### src/rtl/fpsp_pkg.sv
package fpsp_pkg;
  localparam int WORD_W = 32;
  localparam int EXP_W  = 8;
  localparam int FRAC_W = WORD_W - 1 - EXP_W;
  localparam int OP_W   = 3;
  localparam int SIG_BIT = FRAC_W - 1;
  localparam logic [WORD_W-1:0] DEFAULT_QNAN = 32'h7FBF_FFFF;

  typedef enum logic [OP_W-1:0] {
    OP_COPY = 3'b000,
    OP_ABS  = 3'b001,
    OP_NEG  = 3'b010,
    OP_ADD  = 3'b011,
    OP_MUL  = 3'b100
  } opSel_e;

  typedef enum logic [2:0] {
    SEL_ZERO, SEL_PASS, SEL_ABS, SEL_NEG, SEL_QNAN
  } resSel_e;

  typedef struct packed {
    logic    valid;
    logic    wr;
    logic    arith;
    logic    exc;
    logic    setInv;
    resSel_e sel;
  } strobe_t;

  typedef struct packed {
    logic isNan;
    logic isSig;
  } nanClass_t;

  function automatic nanClass_t classifyMag(input logic [WORD_W-2:0] mag);
    nanClass_t c;
    c.isNan = (&mag[WORD_W-2:FRAC_W]) && (|mag[FRAC_W-1:0]);
    c.isSig = c.isNan && mag[SIG_BIT];
    return c;
  endfunction
endpackage

### src/rtl/fpsp_ctrl.sv
module fpsp_ctrl
  import fpsp_pkg::*;
(
  input  logic                inValid,
  input  logic [OP_W-1:0]     opCode,
  input  logic [WORD_W-2:0]   magA,
  input  logic [WORD_W-2:0]   magB,
  input  logic                invEn,
  output strobe_t             strb
);
  localparam int N_OPS = 2;

  logic [N_OPS-1:0][WORD_W-2:0] mags;
  logic [N_OPS-1:0] nanVec;
  logic [N_OPS-1:0] sigVec;

  assign mags = {magB, magA};

  for (genvar i = 0; i < N_OPS; i++) begin : g_cls
    nanClass_t cls;
    assign cls       = classifyMag(mags[i]);
    assign nanVec[i] = cls.isNan;
    assign sigVec[i] = cls.isSig;
  end

  logic anyNan;
  logic anySig;
  assign anyNan = |nanVec;
  assign anySig = |sigVec;

  always_comb begin
    strb = '0;
    strb.sel = SEL_ZERO;
    if (inValid) begin
      strb.valid = 1'b1;
      case (opSel_e'(opCode))
        OP_COPY: begin strb.wr = 1'b1; strb.sel = SEL_PASS; end
        OP_ABS:  begin strb.wr = 1'b1; strb.sel = SEL_ABS;  end
        OP_NEG:  begin strb.wr = 1'b1; strb.sel = SEL_NEG;  end
        OP_ADD, OP_MUL: begin
          if (anySig) begin
            strb.setInv = 1'b1;
            if (invEn) begin
              strb.exc = 1'b1;
            end else begin
              strb.wr  = 1'b1;
              strb.sel = SEL_QNAN;
            end
          end else if (anyNan) begin
            strb.wr  = 1'b1;
            strb.sel = SEL_QNAN;
          end else begin
            strb.arith = 1'b1;
          end
        end
        default: ;
      endcase
    end
  end
endmodule

### src/rtl/fpsp_dpath.sv
module fpsp_dpath
  import fpsp_pkg::*;
(
  input  logic              clk,
  input  logic              rstN,
  input  strobe_t           strb,
  input  logic [WORD_W-1:0] opA,
  input  logic [WORD_W-1:0] opB,
  input  logic              flushEn,
  input  logic              clrInv,
  output logic              outValid,
  output logic              wrEn,
  output logic [WORD_W-1:0] result,
  output logic              needArith,
  output logic [WORD_W-1:0] fwdA,
  output logic [WORD_W-1:0] fwdB,
  output logic              excStrobe,
  output logic              invSticky
);
  function automatic logic [WORD_W-1:0] flushOp(input logic [WORD_W-1:0] x, input logic en);
    logic isDen;
    isDen = (x[WORD_W-2:FRAC_W] == '0) && (|x[FRAC_W-1:0]);
    return (en && isDen) ? {x[WORD_W-1], {(WORD_W-1){1'b0}}} : x;
  endfunction

  logic [WORD_W-1:0] flA;
  logic [WORD_W-1:0] flB;
  logic [WORD_W-1:0] resNext;

  assign flA = flushOp(opA, flushEn);
  assign flB = flushOp(opB, flushEn);

  always_comb begin
    case (strb.sel)
      SEL_PASS: resNext = opA;
      SEL_ABS:  resNext = {1'b0, opA[WORD_W-2:0]};
      SEL_NEG:  resNext = {~opA[WORD_W-1], opA[WORD_W-2:0]};
      SEL_QNAN: resNext = DEFAULT_QNAN;
      default:  resNext = '0;
    endcase
  end

  always_ff @(posedge clk) begin
    if (!rstN) begin
      outValid  <= 1'b0;
      wrEn      <= 1'b0;
      needArith <= 1'b0;
      excStrobe <= 1'b0;
      result    <= '0;
      fwdA      <= '0;
      fwdB      <= '0;
      invSticky <= 1'b0;
    end else begin
      outValid  <= strb.valid;
      wrEn      <= strb.wr;
      needArith <= strb.arith;
      excStrobe <= strb.exc;
      if (strb.valid) begin
        result <= resNext;
        fwdA   <= strb.arith ? flA : '0;
        fwdB   <= strb.arith ? flB : '0;
      end
      if (strb.setInv)   invSticky <= 1'b1;
      else if (clrInv)   invSticky <= 1'b0;
    end
  end
endmodule

### src/rtl/fp_special_stage.sv
module fp_special_stage
  import fpsp_pkg::*;
(
  input  logic              clk,
  input  logic              rstN,
  input  logic              inValid,
  input  logic [OP_W-1:0]   opCode,
  input  logic [WORD_W-1:0] opA,
  input  logic [WORD_W-1:0] opB,
  input  logic              invEn,
  input  logic              flushEn,
  input  logic              clrInv,
  output logic              outValid,
  output logic              wrEn,
  output logic [WORD_W-1:0] result,
  output logic              needArith,
  output logic [WORD_W-1:0] fwdA,
  output logic [WORD_W-1:0] fwdB,
  output logic              excStrobe,
  output logic              invSticky
);
  strobe_t strb;

  fpsp_ctrl u_ctrl (
    .inValid (inValid),
    .opCode  (opCode),
    .magA    (opA[WORD_W-2:0]),
    .magB    (opB[WORD_W-2:0]),
    .invEn   (invEn),
    .strb    (strb)
  );

  fpsp_dpath u_dpath (
    .clk       (clk),
    .rstN      (rstN),
    .strb      (strb),
    .opA       (opA),
    .opB       (opB),
    .flushEn   (flushEn),
    .clrInv    (clrInv),
    .outValid  (outValid),
    .wrEn      (wrEn),
    .result    (result),
    .needArith (needArith),
    .fwdA      (fwdA),
    .fwdB      (fwdB),
    .excStrobe (excStrobe),
    .invSticky (invSticky)
  );
endmodule

### config.mk
export PLATFORM = sky130hd
export DESIGN_NAME = fp_special_stage
export DESIGN_NICKNAME = d
export VERILOG_FILES = /design/src/rtl/fpsp_pkg.sv /design/src/rtl/fpsp_ctrl.sv /design/src/rtl/fpsp_dpath.sv /design/src/rtl/fp_special_stage.sv
export SDC_FILE = /design/constraint.sdc
export NUM_CORES = 1
export LEC_CHECK = 0
export BUFFER_PORTS_ARGS = -buffer_cell sky130_fd_sc_hd__buf_4
export CAP_MARGIN = 20
export CORE_ASPECT_RATIO = 1.5
export CORE_UTILIZATION = 40
export CTS_CLUSTER_SIZE = 25
export DETAILED_ROUTE_END_ITERATION = 10
export PLACE_DENSITY_LB_ADDON = 0.2
export SLEW_MARGIN = 20
export SYNTH_ARGS = -nofsm -noshare
export SYNTH_HDL_FRONTEND = slang
export SYNTH_SLANG_ARGS = --single-unit
### constraint.sdc
create_clock -name clk -period 2.5 [get_ports clk]
set_input_delay 0.25 -clock clk [delete_from_list [all_inputs] [get_ports clk]]
set_output_delay 0.25 -clock clk [all_outputs]
set_load 0.05 [all_outputs]
==> summary.md, run 1 <==
| Metric | Value |
|---|---|
| Number of iterations in the first detailed-routing pass | `4` |
| Cell Rows | `43` |
| Clk slew on worst S/H paths | `60 ps` |
| Antenna Nets Post-Route | `0` |
| Count of H-tree levels built during CTS | `3` |
| CP most frequent cell | `sky130_fd_sc_hd__buf_4` |
| Endpoint of the worst setup timing path | `u_dpath.result[1]` |
| Proportion of register bits with asynchronous set or reset after synthesis | `0%` |
| Largest cells by area after synthesis | `sky130_fd_sc_hd__dfxtp_1, sky130_fd_sc_hd__a22o_1, sky130_fd_sc_hd__a21boi_2, sky130_fd_sc_hd__nor2b_1, sky130_fd_sc_hd__a21oi_1` |
| Mean routed wirelength per cell | `17.12 um` |
| Die Span Y | `121.6 um` |
| Max capacitance violation total | `0` |
| Startpoint of the lowest-slack register-to-register path | `u_dpath.result[1]` |
| DR vias | `3466` |
| Setup TNS after final layout | `0 ps` |
| Largest fanout on the critical path | `22` |
| Fraction of post-synthesis cell area in the top cell type by area | `53.02%` |
| Clock tree from TritonCTS | `done` |
| Power per Cell Area | `653.8 nW/um^2` |
| Data required, critical path | `2700 ps` |
| Antenna diode instance count | `0` |
| Longest Clk Path Bufs | `2` |
| Final WL | `10.90 mm` |
| Pint | `2.605 mW` |
| Count of unresolved DRC violations after routing | `0` |
| Full die area | `9937 um^2` |
| Met1 GRT Util | `25.25%` |
| Outcome | `finished clean` |
| I/O Pins | `174` |
| Hold bufs inserted after CTS | `0` |
| Core area | `9254 um^2` |
| Count leader, synth | `sky130_fd_sc_hd__dfxtp_1` |
| Cell area reported after detailed placement | `5177 um^2` |
| Buffer and inverter count on the worst path | `2` |
| Vias per Instance | `5.441` |
| Post-cts repair resize count | `0` |
| Sequential fraction of design power | `47.5%` |
| Post-CTS Setup Inserts | `0` |
| Nets | `594` |
| Final-report hold violation count | `0` |
| Pins over their slew limit | `0` |
| Global-route wire length before repair | `16.45 mm` |
| IO Port Bufs | `173` |
| Synthesized net count | `428` |
| Seq/Total Area, Yosys | `53.02%` |
| Number of cells traversed by the worst register-to-register path | `3` |
| Netlist area before placement | `3814 um^2` |
| Global-route track usage on met2 | `37.19%` |
| Setup violation total in the final timing report | `0` |
| P_leak | `2.457 nW` |
| Longest individual stage delay on the worst path | `520 ps` |
| Switching Share | `26.96%` |
| Worst-path cell chain | `buf_4 > nor4_1 > nand4_1 > o21ai_1 > a2111o_1 > buf_4 > a21boi_0` |
| Initial antenna violation count | `0` |
| Final HPWL DP | `7.949 mm` |
| Critical Path Stages | `7` |
| Placement Setup Slack | `214.3 ps` |
| Final period demand of the worst path | `1948 ps` |
| Met3 routing resource usage after global routing | `5.843%` |
| Number of warnings issued by yosys | `0` |
| Worst hold path class | `in -> reg` |
| Final weighted congestion of routability-driven global placement | `0.7604` |
| Number of DRC markers in iteration 0 | `116` |
| Start-to-end type of the worst setup path | `in -> reg` |
| Nature of the critical path startpoint | `input port` |
| Relative max-transition margin | `58.94%` |
| Data arrival time of the worst path | `2150 ps` |
| Clock network fraction of total power | `36.2%` |
| Remaining Overflow, GRT | `0` |
| Most instantiated cells after synthesis | `sky130_fd_sc_hd__dfxtp_1, sky130_fd_sc_hd__a22o_1, sky130_fd_sc_hd__a21oi_1, sky130_fd_sc_hd__nor2b_1, sky130_fd_sc_hd__a21boi_2` |
| Post-synthesis to final-layout area growth | `43.04%` |
| Total clock buffers created by CTS | `9` |
| Clock Tree Root | `sky130_fd_sc_hd__clkbuf_16` |
| R2R setup slack | `1670 ps` |
| Comb power frac | `16.2%` |
| Period utilisation layout | `77.92%` |
| Clock Skew | `0 ps` |
| Worst r2r dst | `u_dpath.result[1]` |
| Worst-path cell with the longest stage delay | `sky130_fd_sc_hd__nor4_1` |
| Slew at the pin closest to its max-slew limit | `614.7 ps` |
| Initial cell density of the core | `41.21%` |
| Number of synthesized flops with an enable pin | `0` |
| Overall power of the completed layout | `3.566 mW` |
| Switching pwr | `0.9616 mW` |
| Library cell occupying the most area in the post-synthesis netlist | `sky130_fd_sc_hd__dfxtp_1` |
| Via count of the first global-routing pass | `3282` |
| Total non-filler cell area in the finished layout | `5455 um^2` |
| Post-Syn Area per Cell | `10.74 um^2` |
| Start point of the critical path | `opA[0]` |
| Unrepaired setup endpoints after global routing | `false` |
| Maximum number of pins on one net before global-route repair | `41` |
| Number of flip-flops and latches in the synthesized netlist | `101` |
| Worst Slack Setup Final | `552.1 ps` |
| Top FF cell, synth | `sky130_fd_sc_hd__dfxtp_1` |
| Timing-limited maximum frequency | `513.4 MHz` |
| Post-synthesis instance total | `355` |
| Global-route usage over all layers | `21.88%` |
| Layer with the highest usage | `met2` |
| Width of the die | `81.73 um` |
| Crit-path leading delay family | `simple AND/OR/NAND/NOR gates` |
| Number of distinct library cells after synthesis | `36` |
| Share of layout cells above drive strength 1 | `42.10%` |
| Kind of end point of the critical path | `flop` |
| Later-pin clock latency in the skew report | `330 ps` |
| Clock sink total | `101` |
| Peak ir drop on the vdd network | `0.3990 mV` |
[final cells by class]
cell class	instances	area [um^2]
tap	112	140.1
multi-input combinational	223	1638
inverter	5	18.77
clock buffer	12	256.5
timing repair buffer	181	1359
sequential	101	2022
clock inverter	3	21.27
fill	821	3799
[placed cells by master, fill, tap and decap left out, types with 7 or more instances in the layout]
cell type                     n
sky130_fd_sc_hd__clkbuf_16    9
sky130_fd_sc_hd__nor2b_1     25
sky130_fd_sc_hd__dfxtp_1    101
sky130_fd_sc_hd__a22o_1      71
sky130_fd_sc_hd__buf_4      181
sky130_fd_sc_hd__a21boi_2    20
sky130_fd_sc_hd__nor4_1      13
sky130_fd_sc_hd__a21oi_1     25
sky130_fd_sc_hd__nand2_1     16
sky130_fd_sc_hd__nand4_1      7
sky130_fd_sc_hd__nand3_1      9
[logic make-up (layout without fill, tap and decap cells)]
kind of cell / count (synthesis) / count (layout) / synth area share, %
AOI/OAI and AO/OA: 133 / 133 / 29.43
xor gates and xnor gates: 1 / 1 / 0.2297
buffers and inverters: 31 / 201 / 4.331
DFF: 101 / 101 / 53.02
and+or+nand+nor: 89 / 89 / 12.99
[sequential cells by signal, indices dropped and copies added, names as in the netlist]
register and flops:
u_dpath.result 32, u_dpath.wrEn 1, u_dpath.fwdB 32, u_dpath.invSticky 1, u_dpath.fwdA 32, u_dpath.needArith 1, u_dpath.outValid 1, u_dpath.excStrobe 1
[routing by layer]
metal,routed length [um],vias up,part of all wire (%)
met2,5575,129,51
met4,223,0,2.0
li1,-,1665,-
met5,0,-,0
met1,4313,1656,40
met3,791,16,7.3
[stage by stage]
| stage | instances | util, % | hold WS, ps |
|---|---|---|---|
| floorplan | 355 | - | 347.4 |
| CTS | 637 | 58.95 | 92.41 |
| global route | 637 | 58.95 | 85.61 |
| detailed placement | 622 | 55.95 | 445.3 |
| global placement | 622 | 55.95 | 438.7 |
| finish | 637 | 58.95 | 100.9 |
[power by group through the flow]
stage	Sequential, mW	Combinational (mW)	Clock, mW
2_1_floorplan	1.92	0.143	0
3_3_place_gp	1.73	0.575	0
3_5_place_dp	1.73	0.580	0
4_1_cts	1.69	0.582	1.32
5_1_grt	1.70	0.611	1.40
6_report	1.69	0.579	1.29
[how the worst min path moves through the flow]
stage / startpoint / end / slack [ps] / cells past startpoint
floorplan: clrInv / u_dpath.invSticky / 350 / 1
global placement: clrInv / u_dpath.invSticky / 440 / 2
detailed placement: clrInv / u_dpath.invSticky / 450 / 2
CTS: clrInv / u_dpath.invSticky / 90 / 2
global route: clrInv / u_dpath.invSticky / 90 / 2
finish: clrInv / u_dpath.invSticky / 100 / 2
Power figures use the tool's default switching activity.
==> run 2: changes to the inputs <==
- clock period: 2.5 -> 2 ns (I/O delays scaled with it)
==> run 2 against run 1 <==
Worst setup slack got worse by 150 ps. Combinational power rose by 26%. Sequential power rose by 25%. Non-clock buffer count rose by 2. Routed wire length fell by 1.7%. Clock skew did not move.
==> summary.md, run 2 (synthesis results as in run 1) <==
| Metric | Value |
|---|---|
| Outcome | `finished clean` |
| Placed Cells incl. Taps | `624 (+0.32%)` |
| Most common library cell in the layout ignoring fill and taps | `sky130_fd_sc_hd__buf_4` |
| Clock tree from TritonCTS | `done` |
| Post-CTS Setup Inserts | `0 (unchanged)` |
| Longest Clk Path Bufs | `2 (unchanged)` |
| Kind of end point of the critical path | `flop` |
| Hold bufs inserted after CTS | `0 (unchanged)` |
| Initial cell density of the core | `41.21% (unchanged)` |
| P_leak | `2.484 nW (+1.1%)` |
| Period utilisation layout | `79.77%` |
| Pins over their slew limit | `0 (unchanged)` |
| Final HPWL DP | `7.924 mm (-0.31%)` |
| Total clock buffers created by CTS | `9 (unchanged)` |
| R2R setup slack | `1210 ps (-460 ps)` |
| Peak ir drop on the vdd network | `0.5433 mV (+36%)` |
| Highest-count cells in the layout ignoring fill and taps | `sky130_fd_sc_hd__buf_4, sky130_fd_sc_hd__dfxtp_1, sky130_fd_sc_hd__a22o_1` |
| Nets | `596 (+0.34%)` |
| Die Span Y | `121.6 um (unchanged)` |
| Data required, critical path | `2220 ps (-480 ps)` |
| Clock sink total | `101 (unchanged)` |
| Initial antenna violation count | `0 (unchanged)` |
| Final period demand of the worst path | `1595 ps` |
| Worst r2r dst | `u_dpath.result[19]` |
| Count of unresolved DRC violations after routing | `0 (unchanged)` |
| Mean routed wirelength per cell | `16.75 um (-2.1%)` |
| Setup TNS after final layout | `0 ps (unchanged)` |
| Start-to-end type of the worst setup path | `in -> reg` |
| Data arrival time of the worst path | `1810 ps (-340 ps)` |
| Number of DRC markers in iteration 0 | `158 (+36%)` |
| I/O Pins | `174 (unchanged)` |
| Worst Hold Path EP | `u_dpath.invSticky` |
| Unrepaired setup endpoints after global routing | `false` |
| Count of H-tree levels built during CTS | `3 (unchanged)` |
| Clock Skew | `0 ps (unchanged)` |
| Post-cts repair resize count | `0 (unchanged)` |
| Final-report hold violation count | `0 (unchanged)` |
| Largest fanout on the critical path | `22 (unchanged)` |
| Number of fill cells in the layout | `819 (-0.24%)` |
| Top flop regs | `u_dpath.fwdA: 32 flops, u_dpath.fwdB: 32 flops, u_dpath.result: 32 flops` |
| Number of cells traversed by the worst register-to-register path | `3 (unchanged)` |
| Remaining Overflow, GRT | `0 (unchanged)` |
| Core area | `9254 um^2 (unchanged)` |
| Post-synthesis to final-layout area growth | `45.21%` |
| Timing-limited maximum frequency | `626.8 MHz` |
| Antenna diode instance count | `0 (unchanged)` |
| Slew at the pin closest to its max-slew limit | `660.9 ps (+46.19 ps)` |
| Full die area | `9937 um^2 (unchanged)` |
| Relative max-transition margin | `55.86% (-3.1 points)` |
| Final WL | `10.72 mm (-1.7%)` |
| Share of layout cells above drive strength 1 | `42.05% (-0.050 points)` |
| Number of iterations in the first detailed-routing pass | `4 (unchanged)` |
| DR vias | `3448 (-0.52%)` |
| Final hold slack | `49.47 ps (-51.39 ps)` |
| Maximum number of pins on one net before global-route repair | `67 (+63%)` |
| Clk slew on worst S/H paths | `60 ps (about the same)` |
| Post-route non-filler standard cell count | `640 (+0.47%)` |
| Clock Tree Root | `sky130_fd_sc_hd__clkbuf_16` |
| Setup violation total in the final timing report | `0 (unchanged)` |
| Startpoint of the most critical hold path | `clrInv` |
| Nature of the critical path startpoint | `input port` |
| Max capacitance violation total | `0 (unchanged)` |
| Power per Cell Area | `822.9 nW/um^2 (+26%)` |
| Via count of the first global-routing pass | `3236 (-1.4%)` |
| Vias per Instance | `5.388 (-0.99%)` |
| Startpoint of the lowest-slack register-to-register path | `u_dpath.result[19]` |
| Antenna Nets Post-Route | `0 (unchanged)` |
| Global-route usage over all layers | `21.78% (-0.10 points)` |
| Global-route wire length before repair | `16.32 mm (-0.80%)` |
| Worst hold path class | `in -> reg` |
| Cell Rows | `43 (unchanged)` |
| Final weighted congestion of routability-driven global placement | `0.8109 (+6.6%)` |
| Width of the die | `81.73 um (unchanged)` |
| IO Port Bufs | `173 (unchanged)` |
| Depth of the worst hold-timing path | `2 (unchanged)` |
| Later-pin clock latency in the skew report | `340 ps (about the same)` |
-- run 2: changes by cell type in the layout (fill, tap and decap cells not counted), sizes merged --
cell	before	now
clkbuf	12	13
clkinv	2	0
buf	181	183
bufinv	0	1
clkinvlp	1	2
-- run 2: metal layers --
metal	track usage [%]	up-vias	part of all wire (%)
met4	8.991	0	1.9
met2	37.76	128	52
li1	-	1670	-
met1	24.88	1636	40
met5	0	-	0
met3	5.318	14	6.9
-- run 2: worst max-delay path by stage --
stage,startpoint,end,depth (start not counted)
CTS,opA[17],u_dpath.result[1],8
detailed placement,opA[17],u_dpath.result[1],8
global route,opA[17],u_dpath.result[1],8
floorplan,opA[17],u_dpath.result[23],5
global placement,opA[17],u_dpath.result[0],8
finish,opA[17],u_dpath.result[1],8
-- run 2: where the power goes --
group	internal (mW)	switching, mW	total [mW]
registers	2.08	0.0362	2.12
logic	0.277	0.452	0.729
clock network	1.01	0.705	1.71
total	3.36	1.19	4.56
-- run 2: cell type report --
type / count / area, um^2 / area share, %
well taps: 112 / 140.1 / 2.530
inverters: 5 / 18.77 / 0.3389
clock inverters: 3 / 45.04 / 0.8134
clock buffers: 13 / 250.2 / 4.519
repair buffers: 183 / 1424 / 25.71
multi-input cells: 223 / 1638 / 29.58
flip-flops and latches: 101 / 2022 / 36.51
-- run 2: metrics by stage --
stage | total power, mW | instance area [um^2] | setup slack [ps] | utilization (%)
6_report | 4.557 | 5538 | 404.5 | 59.84
5_1_grt | 4.725 | 5538 | 270.0 | 59.84
4_1_cts | 4.618 | 5538 | 357.9 | 59.84
3_5_place_dp | 2.896 | 5243 | -3.540 | 56.65
3_3_place_gp | 2.887 | 5243 | 26.24 | 56.65
2_1_floorplan | 2.580 | 3814 | 552.9 | -
-- run 2: worst max-delay path: stages --
cell and delay, ps:
sky130_fd_sc_hd__buf_4 120, sky130_fd_sc_hd__nor4_1 360, sky130_fd_sc_hd__buf_4 170, sky130_fd_sc_hd__nand4_1 140
sky130_fd_sc_hd__o21ai_1 280, sky130_fd_sc_hd__a2111o_1 230, sky130_fd_sc_hd__buf_12 200, sky130_fd_sc_hd__a21boi_0 100
